File: config.mk
export PLATFORM = sky130hd
export DESIGN_NAME = chr_bank_mapper
export DESIGN_NICKNAME = d
export VERILOG_FILES = /design/src/rtl/chr_map_pkg.sv /design/src/rtl/chr_bank_latch.sv /design/src/rtl/chr_prot_gate.sv /design/src/rtl/chr_addr_map.sv /design/src/rtl/chr_bank_mapper.sv
export SDC_FILE = /design/constraint.sdc
export NUM_CORES = 1
export LEC_CHECK = 0
export BUFFER_PORTS_ARGS = -buffer_cell sky130_fd_sc_hd__buf_2
export CORE_MARGIN = 1.5
export CORE_UTILIZATION = 30
export DETAILED_ROUTE_END_ITERATION = 8
export PLACE_DENSITY = 0.77
export SLEW_MARGIN = 10
export SYNTH_ARGS = -nofsm -noshare
export SYNTH_HDL_FRONTEND = slang
export SYNTH_SLANG_ARGS = --single-unit
File: constraint.sdc
create_clock -name clk -period 1.2 [get_ports clk]
set_input_delay 0.12 -clock clk [delete_from_list [all_inputs] [get_ports clk]]
set_output_delay 0.12 -clock clk [all_outputs]
set_load 0.02 [all_outputs]
File: src/rtl/chr_map_pkg.sv
package chr_map_pkg;

  parameter int unsigned LATCH_W = 8;
  parameter int unsigned BANK_W  = 4;

  typedef enum logic [1:0] {
    MODE_FOUR    = 2'b00,
    MODE_SIXTEEN = 2'b01,
    MODE_PROT_A  = 2'b10,
    MODE_PROT_B  = 2'b11
  } map_mode_e;

  function automatic logic is_prot(input map_mode_e m);
    return m[1];
  endfunction

  // Value that lands in the latch for one CPU write.
  function automatic logic [LATCH_W-1:0] latch_value(input logic [LATCH_W-1:0] wdata,
                                                     input logic [LATCH_W-1:0] rom_byte,
                                                     input bit                 and_bus);
    return and_bus ? (wdata & rom_byte) : wdata;
  endfunction

  // Bank number placed above the 8 KiB offset.
  function automatic logic [BANK_W-1:0] bank_of(input map_mode_e m,
                                                input logic [LATCH_W-1:0] lat);
    logic [BANK_W-1:0] b;
    b = '0;
    if (m == MODE_FOUR)         b[1:0] = lat[1:0];
    else if (m == MODE_SIXTEEN) b      = lat[BANK_W-1:0];
    return b;
  endfunction

endpackage

File: src/rtl/chr_bank_latch.sv
module chr_bank_latch
  import chr_map_pkg::*;
#(
  parameter bit BUS_CONFLICT = 1'b1
) (
  input  logic               clk,
  input  logic               rst_n,
  input  logic               wr_hit,
  input  logic [LATCH_W-1:0] wdata,
  input  logic [LATCH_W-1:0] rom_byte,
  output logic [LATCH_W-1:0] latch_q
);

  always_ff @(posedge clk) begin
    if (!rst_n)      latch_q <= '0;
    else if (wr_hit) latch_q <= latch_value(wdata, rom_byte, BUS_CONFLICT);
  end

  a_r3_conflict_and : assert property (@(posedge clk) disable iff (!rst_n)
    (wr_hit && BUS_CONFLICT) |=> (latch_q == ($past(wdata) & $past(rom_byte))));

  a_r3_plain_write : assert property (@(posedge clk) disable iff (!rst_n)
    (wr_hit && !BUS_CONFLICT) |=> (latch_q == $past(wdata)));

endmodule

File: src/rtl/chr_prot_gate.sv
module chr_prot_gate #(
  parameter bit          KEY_KNOWN     = 1'b1,
  parameter int unsigned PROT_KEY      = 0,
  parameter int unsigned STARTUP_READS = 2
) (
  input  logic       clk,
  input  logic       rst_n,
  input  logic       dport_rd,
  input  logic [1:0] cs_bits,
  output logic       prot_ok,
  output logic       startup_done
);

  localparam int unsigned CNT_W = $clog2(STARTUP_READS + 1);
  localparam logic [1:0]  KEY   = PROT_KEY[1:0];

  logic [CNT_W-1:0] rd_cnt;

  always_ff @(posedge clk) begin
    if (!rst_n)                        rd_cnt <= '0;
    else if (dport_rd && !startup_done) rd_cnt <= rd_cnt + 1'b1;
  end

  assign startup_done = (rd_cnt == CNT_W'(STARTUP_READS));

  generate
    if (KEY_KNOWN) begin : g_key
      assign prot_ok = (cs_bits == KEY);
    end else begin : g_count
      assign prot_ok = startup_done;
    end
  endgenerate

  a_r8_done_sticks : assert property (@(posedge clk) disable iff (!rst_n)
    startup_done |=> startup_done);

  a_r8_count_bound : assert property (@(posedge clk) disable iff (!rst_n)
    rd_cnt <= CNT_W'(STARTUP_READS));

  a_r8_one_step : assert property (@(posedge clk) disable iff (!rst_n)
    (dport_rd && !startup_done) |=> (rd_cnt == $past(rd_cnt) + 1'b1));

endmodule

File: src/rtl/chr_addr_map.sv
module chr_addr_map
  import chr_map_pkg::*;
#(
  parameter int unsigned CHR_AW = 17
) (
  input  logic               clk,
  input  logic               rst_n,
  input  map_mode_e          mode,
  input  logic [LATCH_W-1:0] latch_q,
  input  logic               prot_ok,
  input  logic [13:0]        ppu_addr,
  input  logic [7:0]         chr_rdata,
  output logic [CHR_AW-1:0]  chr_addr,
  output logic               chr_ce,
  output logic [7:0]         chr_dout,
  output logic               chr_drive
);

  localparam int unsigned OFS_W = 13;

  logic in_window;
  logic rom_on;

  assign in_window = !ppu_addr[13];
  assign rom_on    = !is_prot(mode) || prot_ok;
  assign chr_addr  = {bank_of(mode, latch_q), ppu_addr[OFS_W-1:0]};
  assign chr_drive = rom_on && in_window;
  assign chr_ce    = chr_drive;
  assign chr_dout  = chr_drive ? chr_rdata : ppu_addr[7:0];

  a_r7_open_bus : assert property (@(posedge clk) disable iff (!rst_n)
    (is_prot(mode) && !prot_ok) |-> (!chr_ce && chr_dout == ppu_addr[7:0]));

  a_r12_window : assert property (@(posedge clk) disable iff (!rst_n)
    ppu_addr[13] |-> (!chr_drive && !chr_ce));

  a_r6_prot_bank_zero : assert property (@(posedge clk) disable iff (!rst_n)
    is_prot(mode) |-> (chr_addr[CHR_AW-1:OFS_W] == '0));

endmodule

File: src/rtl/chr_bank_mapper.sv
module chr_bank_mapper
  import chr_map_pkg::*;
#(
  parameter bit          BUS_CONFLICT  = 1'b1,
  parameter bit          KEY_KNOWN     = 1'b1,
  parameter int unsigned PROT_KEY      = 0,
  parameter int unsigned STARTUP_READS = 2,
  parameter bit          WRAM_EN       = 1'b1,
  parameter int unsigned CHR_AW        = 17,
  parameter int unsigned WRAM_AW       = 11
) (
  input  logic               clk,
  input  logic               rst_n,
  input  logic [1:0]         cfg_mode,
  input  logic               cfg_mirror_v,
  input  logic               cpu_wr,
  input  logic [15:0]        cpu_addr,
  input  logic [7:0]         cpu_wdata,
  input  logic [7:0]         prg_rdata,
  input  logic [13:0]        ppu_addr,
  input  logic               ppu_dport_rd,
  input  logic [7:0]         chr_rdata,
  output logic [CHR_AW-1:0]  chr_addr,
  output logic               chr_ce,
  output logic [7:0]         chr_dout,
  output logic               chr_drive,
  output logic               ciram_a10,
  output logic [1:0]         aux_out,
  output logic               wram_sel,
  output logic [WRAM_AW-1:0] wram_addr
);

  map_mode_e          mode;
  logic               wr_hit;
  logic [LATCH_W-1:0] latch_q;
  logic               prot_ok;
  logic               startup_done;
  logic               unused_bits;

  assign mode   = map_mode_e'(cfg_mode);
  assign wr_hit = cpu_wr && cpu_addr[15];

  chr_bank_latch #(.BUS_CONFLICT(BUS_CONFLICT)) u_latch (
    .clk(clk), .rst_n(rst_n), .wr_hit(wr_hit),
    .wdata(cpu_wdata), .rom_byte(prg_rdata), .latch_q(latch_q)
  );

  chr_prot_gate #(
    .KEY_KNOWN(KEY_KNOWN), .PROT_KEY(PROT_KEY), .STARTUP_READS(STARTUP_READS)
  ) u_gate (
    .clk(clk), .rst_n(rst_n), .dport_rd(ppu_dport_rd),
    .cs_bits(latch_q[1:0]), .prot_ok(prot_ok), .startup_done(startup_done)
  );

  chr_addr_map #(.CHR_AW(CHR_AW)) u_map (
    .clk(clk), .rst_n(rst_n), .mode(mode), .latch_q(latch_q),
    .prot_ok(prot_ok), .ppu_addr(ppu_addr), .chr_rdata(chr_rdata),
    .chr_addr(chr_addr), .chr_ce(chr_ce), .chr_dout(chr_dout),
    .chr_drive(chr_drive)
  );

  assign aux_out   = latch_q[5:4];
  assign ciram_a10 = cfg_mirror_v ? ppu_addr[11] : ppu_addr[10];
  assign wram_sel  = WRAM_EN && (cpu_addr[15:13] == 3'b011);
  assign wram_addr = cpu_addr[WRAM_AW-1:0];

  assign unused_bits = ^{latch_q[LATCH_W-1:6], cpu_addr[12:WRAM_AW], startup_done};

  a_r2_low_write_ignored : assert property (@(posedge clk) disable iff (!rst_n)
    (cpu_wr && !cpu_addr[15]) |=> $stable(latch_q));

  a_r2_no_write_hold : assert property (@(posedge clk) disable iff (!rst_n)
    !cpu_wr |=> $stable(latch_q));

  a_r10_mirror_static : assert property (@(posedge clk) disable iff (!rst_n)
    ($stable(cfg_mirror_v) && $stable(ppu_addr)) |-> $stable(ciram_a10));

  a_r11_wram_range : assert property (@(posedge clk) disable iff (!rst_n)
    wram_sel |-> (!cpu_addr[15] && cpu_addr[14] && cpu_addr[13]));

endmodule

Word-level counts from Yosys, hierarchy flattened
Cells that the tools add are included.
W data, S select, Z words.
{ "op_classes": {"add_sub_neg": 0, "n_mul": 0, "div_mod_pow": 0, "n_lt_le_gt_ge": 0, "eq_ne": 2, "shifts": 0, "mux": 5, "n_bitwise": 1, "n_reduce_logical": 7} }
{ "op_table": {"columns": ["operator", "count"], "rows": [
  ["$mux W8", 1],
  ["$and A6 B6 Y6", 1],
  ["$logic_not A2 Y1", 2],
  ["$mux W2", 2],
  ["$mux W4", 1],
  ["$eq A3 B2 Y1 const B", 1],
  ["$eq A2 B1 Y1 const B", 1],
  ["$logic_and A1 B1 Y1", 2],
  ["$logic_not A1 Y1", 2],
  ["$logic_or A1 B1 Y1", 1],
  ["$mux W1", 1]
]} }
{ "totals": {"register_bits": 6, "latchBits": 0, "mem_bits_rw": 0, "rom_bits": 0, "wordCells": 16, "mem_count": 0} }

Depth between registers and ports, before layout
{ "logic_depth": {"depth_word": 4, "depth_mapped": 4} }

By module
A second synthesis with hierarchy kept.
{ "unflattened": {"hier_cells": 87, "hier_area_um2": 785.8} }
{ "by_module_without_submodules": {"columns": ["module", "instances", "cells_each", "area_each_um2", "seq_area_each_um2"], "rows": [
  ["chr_bank_latch", 1, 34, 322.8, 160.2],
  ["chr_addr_map", 1, 28, 246.5, 0.0],
  ["chr_bank_mapper", 1, 14, 112.6, 0.0],
  ["chr_prot_gate", 1, 11, 103.8, 40.0]
]} }

Worst setup path before layout
Ideal clock, no wire load.
{ "synth_path": {"kind": "flip-flop to output port", "startpoint": "reg u_latch.latch_q[0]", "endpoint": "out chr_drive", "arrival_time_ps": 1192, "t_required_ps": 1080, "slack_ps": -112, "stages_incl_launch_ff": 5, "n_path_buf": 2, "cell_sequence": "dfxtp_1 -> o21a_1 -> buf_6 -> nor2_1 -> buf_4"} }
{ "synth_via": {"elab_chain_cells": 3} }
{ "synth_rtl": {"columns": ["element", "line_no", "source"], "rows": [
  ["start, declared", "chr_bank_latch.sv:11", "output logic [LATCH_W-1:0] latch_q"],
  ["start signal, assigned", "chr_bank_latch.sv:16", "else if (wr_hit) latch_q <= latch_value(wdata, rom_byte, BUS_CONFLICT);"],
  ["$logic_not A2 Y1", "chr_prot_gate.sv:28", "assign prot_ok = (cs_bits == KEY);"],
  ["$logic_or A1 B1 Y1", "chr_addr_map.sv:25", "assign rom_on = !is_prot(mode) || prot_ok;"],
  ["$logic_and A1 B1 Y1", "chr_addr_map.sv:27", "assign chr_drive = rom_on && in_window;"],
  ["end, declared", "chr_bank_mapper.sv:26", "output logic chr_drive,"]
]} }
Every way passes these cells.

Final worst setup path
{ "layout_path": {"startpoint": "reg u_latch.latch_q[1]", "endpoint": "out chr_dout[4]"} }
{ "layout_via": {"elab_chain_cells": 4} }
{ "layout_rtl": {"columns": ["element", "line_no", "source"], "rows": [
  ["$logic_not A2 Y1", "chr_prot_gate.sv:28", null],
  ["$logic_or A1 B1 Y1", "chr_addr_map.sv:25", null],
  ["$logic_and A1 B1 Y1", "chr_addr_map.sv:27", null],
  ["$mux W8", "chr_addr_map.sv:29", "assign chr_dout = chr_drive ? chr_rdata : ppu_addr[7:0];"],
  ["end, declared", "chr_bank_mapper.sv:25", "output logic [7:0] chr_dout,"]
]} }
Every way passes these cells.

==> reports/qor.csv <==
stage;metric;value;unit
cts;clk_path_buf_depth;2;
grt;gr-total-overflow;0;
place;place_area;959.7;µm²
cts;clock_latency;240;ps
worst_setup_path;crit_fanout;5;
power;power.density;707.0;mW/mm²
cts;path_clk_slew;50;ps
logic_synthesis;synth_mux_area_share;1.433;%
place;port_buffers;67;
detailed_routing;drt_wl_total;2.000;mm
min_path;hold_depth;3;
worst_setup_path;worst-setup-path-type;reg -> out;
detailed_routing;drc;0;
logic_synthesis;synthTopCellsByCount;buf_4, inv_1, o21ai_0, o32ai_2;
logic_synthesis;synthesis.area;785.8;µm²
worst_setup_path;cp_slowest_cell;dfxtp_2;
finish;area_growth_syn_to_layout;36.31;%
detailed_routing;routed_via_density;4.764;
finish;largest_reg_flops;6;
die;dieArea;0.002935;mm²
worst_setup_path;r2r-end;u_latch.latch_q[1]$_SDFFE_PN0P_;
grt;grt_pass1_wl;3.049;mm
logic_synthesis;post_synth_inst_count;91;
finish;finalInstanceArea;0.001071;mm²
logic_synthesis;synthArstFlopShare;0;%
timing;setup_slack;-209.4;ps
worst_setup_path;critical_path.endpoint_type;output pin;
timing;setup_viol;10;
worst_setup_path;crit_required;1080;ps
detailed_routing;dr.pass1.iters;4;
cts;numClockSinks;6;
logic_synthesis;synth_compound_area_share;35.99;%
timing;finClkSkew;0;ps
logic_synthesis;synth-main-ff-cell;dfxtp_1;
worst_setup_path;worst-path-buf-inv;3;
min_path;hp-start;prg_rdata[1];
worst_setup_path;critical-path-top-delay-family;buffers and inverters;
cts;htreeDepth;1;
finish;final_core_util;43.23;%
logic_synthesis;syn_nets;152;
run;cap_violations;0;
detailed_routing;routedWlPerCell;12.12;µm
die;die_h;54.18;µm
logic_synthesis;synth.avg_cell_area;8.635;µm²
worst_setup_path;startpoint_type;flip-flop;
die;coreArea;0.002477;mm²
cts;ctsHoldBuffers;0;
cts;root_buffer;clkbuf_4;
min_path;holdPathEnd;u_latch.latch_q[1]$_SDFFE_PN0P_;
logic_synthesis;synth_seq_area_share;15.29;%
detailed_routing;first_iter_violations;7;
worst_setup_path;arrival;1290;ps
grt;grt_pass1_vias;732;
worst_setup_path;r2r_setup_slack;280;ps
cts;cts_buffers;3;
timing;hold_viol_final;0;
logic_synthesis;synthSimpleGateAreaFrac;12.10;%
place;dp_hpwl;1.578;mm
timing;min_period;1409;ps
place;gp_congestion;0.6799;
logic_synthesis;synth_top_area_share;25.80;%
die;start_util;31.72;%
logic_synthesis;synth_largest_area_cell;buf_4;
logic_synthesis;ys_ff_latch;6;
timing;hold_slack;127.2;ps
power;power.leakage;0.5484;nW
timing;min_period_over_period;117.5;%
cts;tritoncts;yes;
logic_synthesis;synth_edf_count;0;
power;irDropWorstVdd;467.2;µV
detailed_routing;drtAntennaViolNets;0;
timing;slew_viol_final;0;
timing;tightest_slew;347.7;ps
finish;largestRegisters;u_latch.latch_q x6;
finish;nNetsFinal;198;
die;die_w;54.18;µm
timing;fmax;709.5;MHz
grt;grt_max_degree;15;
finish;drive_gt1_share;72.59;%
finish;registers.top_by_ff_count;u_latch.latch_q;
logic_synthesis;synth_xor_xnor_area_share;0;%
grt;gr-usage-all-layers;14.24;%
die;fp-row-count;18;
run_status;violations;setup timing;
worst_setup_path;reg2reg_depth;4;
power;power;757.2;µW
worst_setup_path;cp_num_cells;5;
die;pin_count;103;
worst_setup_path;path_cells;buf_6, nor3_4, buf_6, o32ai_4, buf_6;
logic_synthesis;ys_types;19;
logic_synthesis;synth_area_leaders;buf_4, o32ai_2, dfxtp_1;
logic_synthesis;synth_top_family_by_area;compound AO/OA/AOI/OAI gates;
min_path;hold_path.class;in -> reg;
logic_synthesis;synth_most_common_cell;buf_4;
grt;antenna_found_initial;0;
worst_setup_path;crit_top_cell;buf_6;
finish;antenna_cells;0;
worst_setup_path;r2r-start;u_latch.latch_q[1]$_SDFFE_PN0P_;
worst_setup_path;critical_path.max_stage_delay;320;ps
logic_synthesis;synthAdderAreaFrac;0;%
run_status;status;finished, violations left;
detailed_routing;vias;786;
place;pre_cts_ws;-60.06;ps
timing;max_slew_margin;76.58;%
timing;grt_setup_unrepaired;yes;
logic_synthesis;yosys_warnings;0;
## layout make-up
cell class | instances | area [µm²]
inverters | 8 | 30.03
repair buffers | 74 | 435.4
fillers | 278 | 1406
clock buffers | 3 | 22.52
flip-flops and latches | 6 | 122.6
well taps | 30 | 37.54
multi-input cells | 44 | 422.9
## layer usage
| metal | vias to the layer above | routed length, µm | GRT usage (%) |
|---|---|---|---|
| li1 | 384 | - | - |
| met1 | 358 | 727 | 14.43 |
| met2 | 44 | 1053 | 26.91 |
| met3 | 0 | 220 | 3.333 |
| met4 | 0 | 0 | 6.667 |
| met5 | - | 0 | 0 |
## logic make-up (layout without fill, tap and decap cells)
group           count (synthesis)  count (layout)
compound gates                 29              29
mux                             1               1
flops                           6               6
simple gates                   14              14
buf+inv                        41              85
## power by group
part / switching [mW] / internal [mW] / total [mW]
clock network: 0.0694 / 0.113 / 0.182
registers: 0.00346 / 0.206 / 0.210
logic: 0.189 / 0.176 / 0.365
## what timing repair did
item,in CTS,in global routing
resized for setup,20,3
endpoints found under the hold margin,0,0
buffers inserted,1,0
cloned,0,0
pin swaps,7,0
endpoints found under the setup margin,10,11
## per-stage QoR
stage,TNS [ps],std cells
floorplan,0,91
global placement,-144.7,161
detailed placement,-302.8,161
CTS,-1724,165
global route,-2252,165
finish,-1589,165
## layout by cell type (no fill, tap or decap), types with 3 or more instances in the layout
master	n
o32ai_2	7
o21ai_0	8
dfxtp_1	4
clkbuf_4	3
a21bo_2	6
inv_1	8
buf_2	57
buf_4	11
nand4_1	6
a21boi_1	6
buf_6	6
## worst min-delay path, cell delays in order
cell      delay [ps]
buf_2             90
nand4_1           60
a21boi_1          60
## how the worst max path moves through the flow
stage,start,end,slack [ps]
global route,u_latch.latch_q[1]$_SDFFE_PN0P_,chr_dout[3],-290
detailed placement,u_latch.latch_q[0]$_SDFFE_PN0P_,chr_dout[4],-60
floorplan,u_latch.latch_q[0]$_SDFFE_PN0P_,chr_drive,20
CTS,u_latch.latch_q[1]$_SDFFE_PN0P_,chr_dout[4],-220
global placement,u_latch.latch_q[0]$_SDFFE_PN0P_,chr_dout[6],-40
finish,u_latch.latch_q[1]$_SDFFE_PN0P_,chr_dout[4],-210
Note: power is estimated with default switching activity, not from simulation.
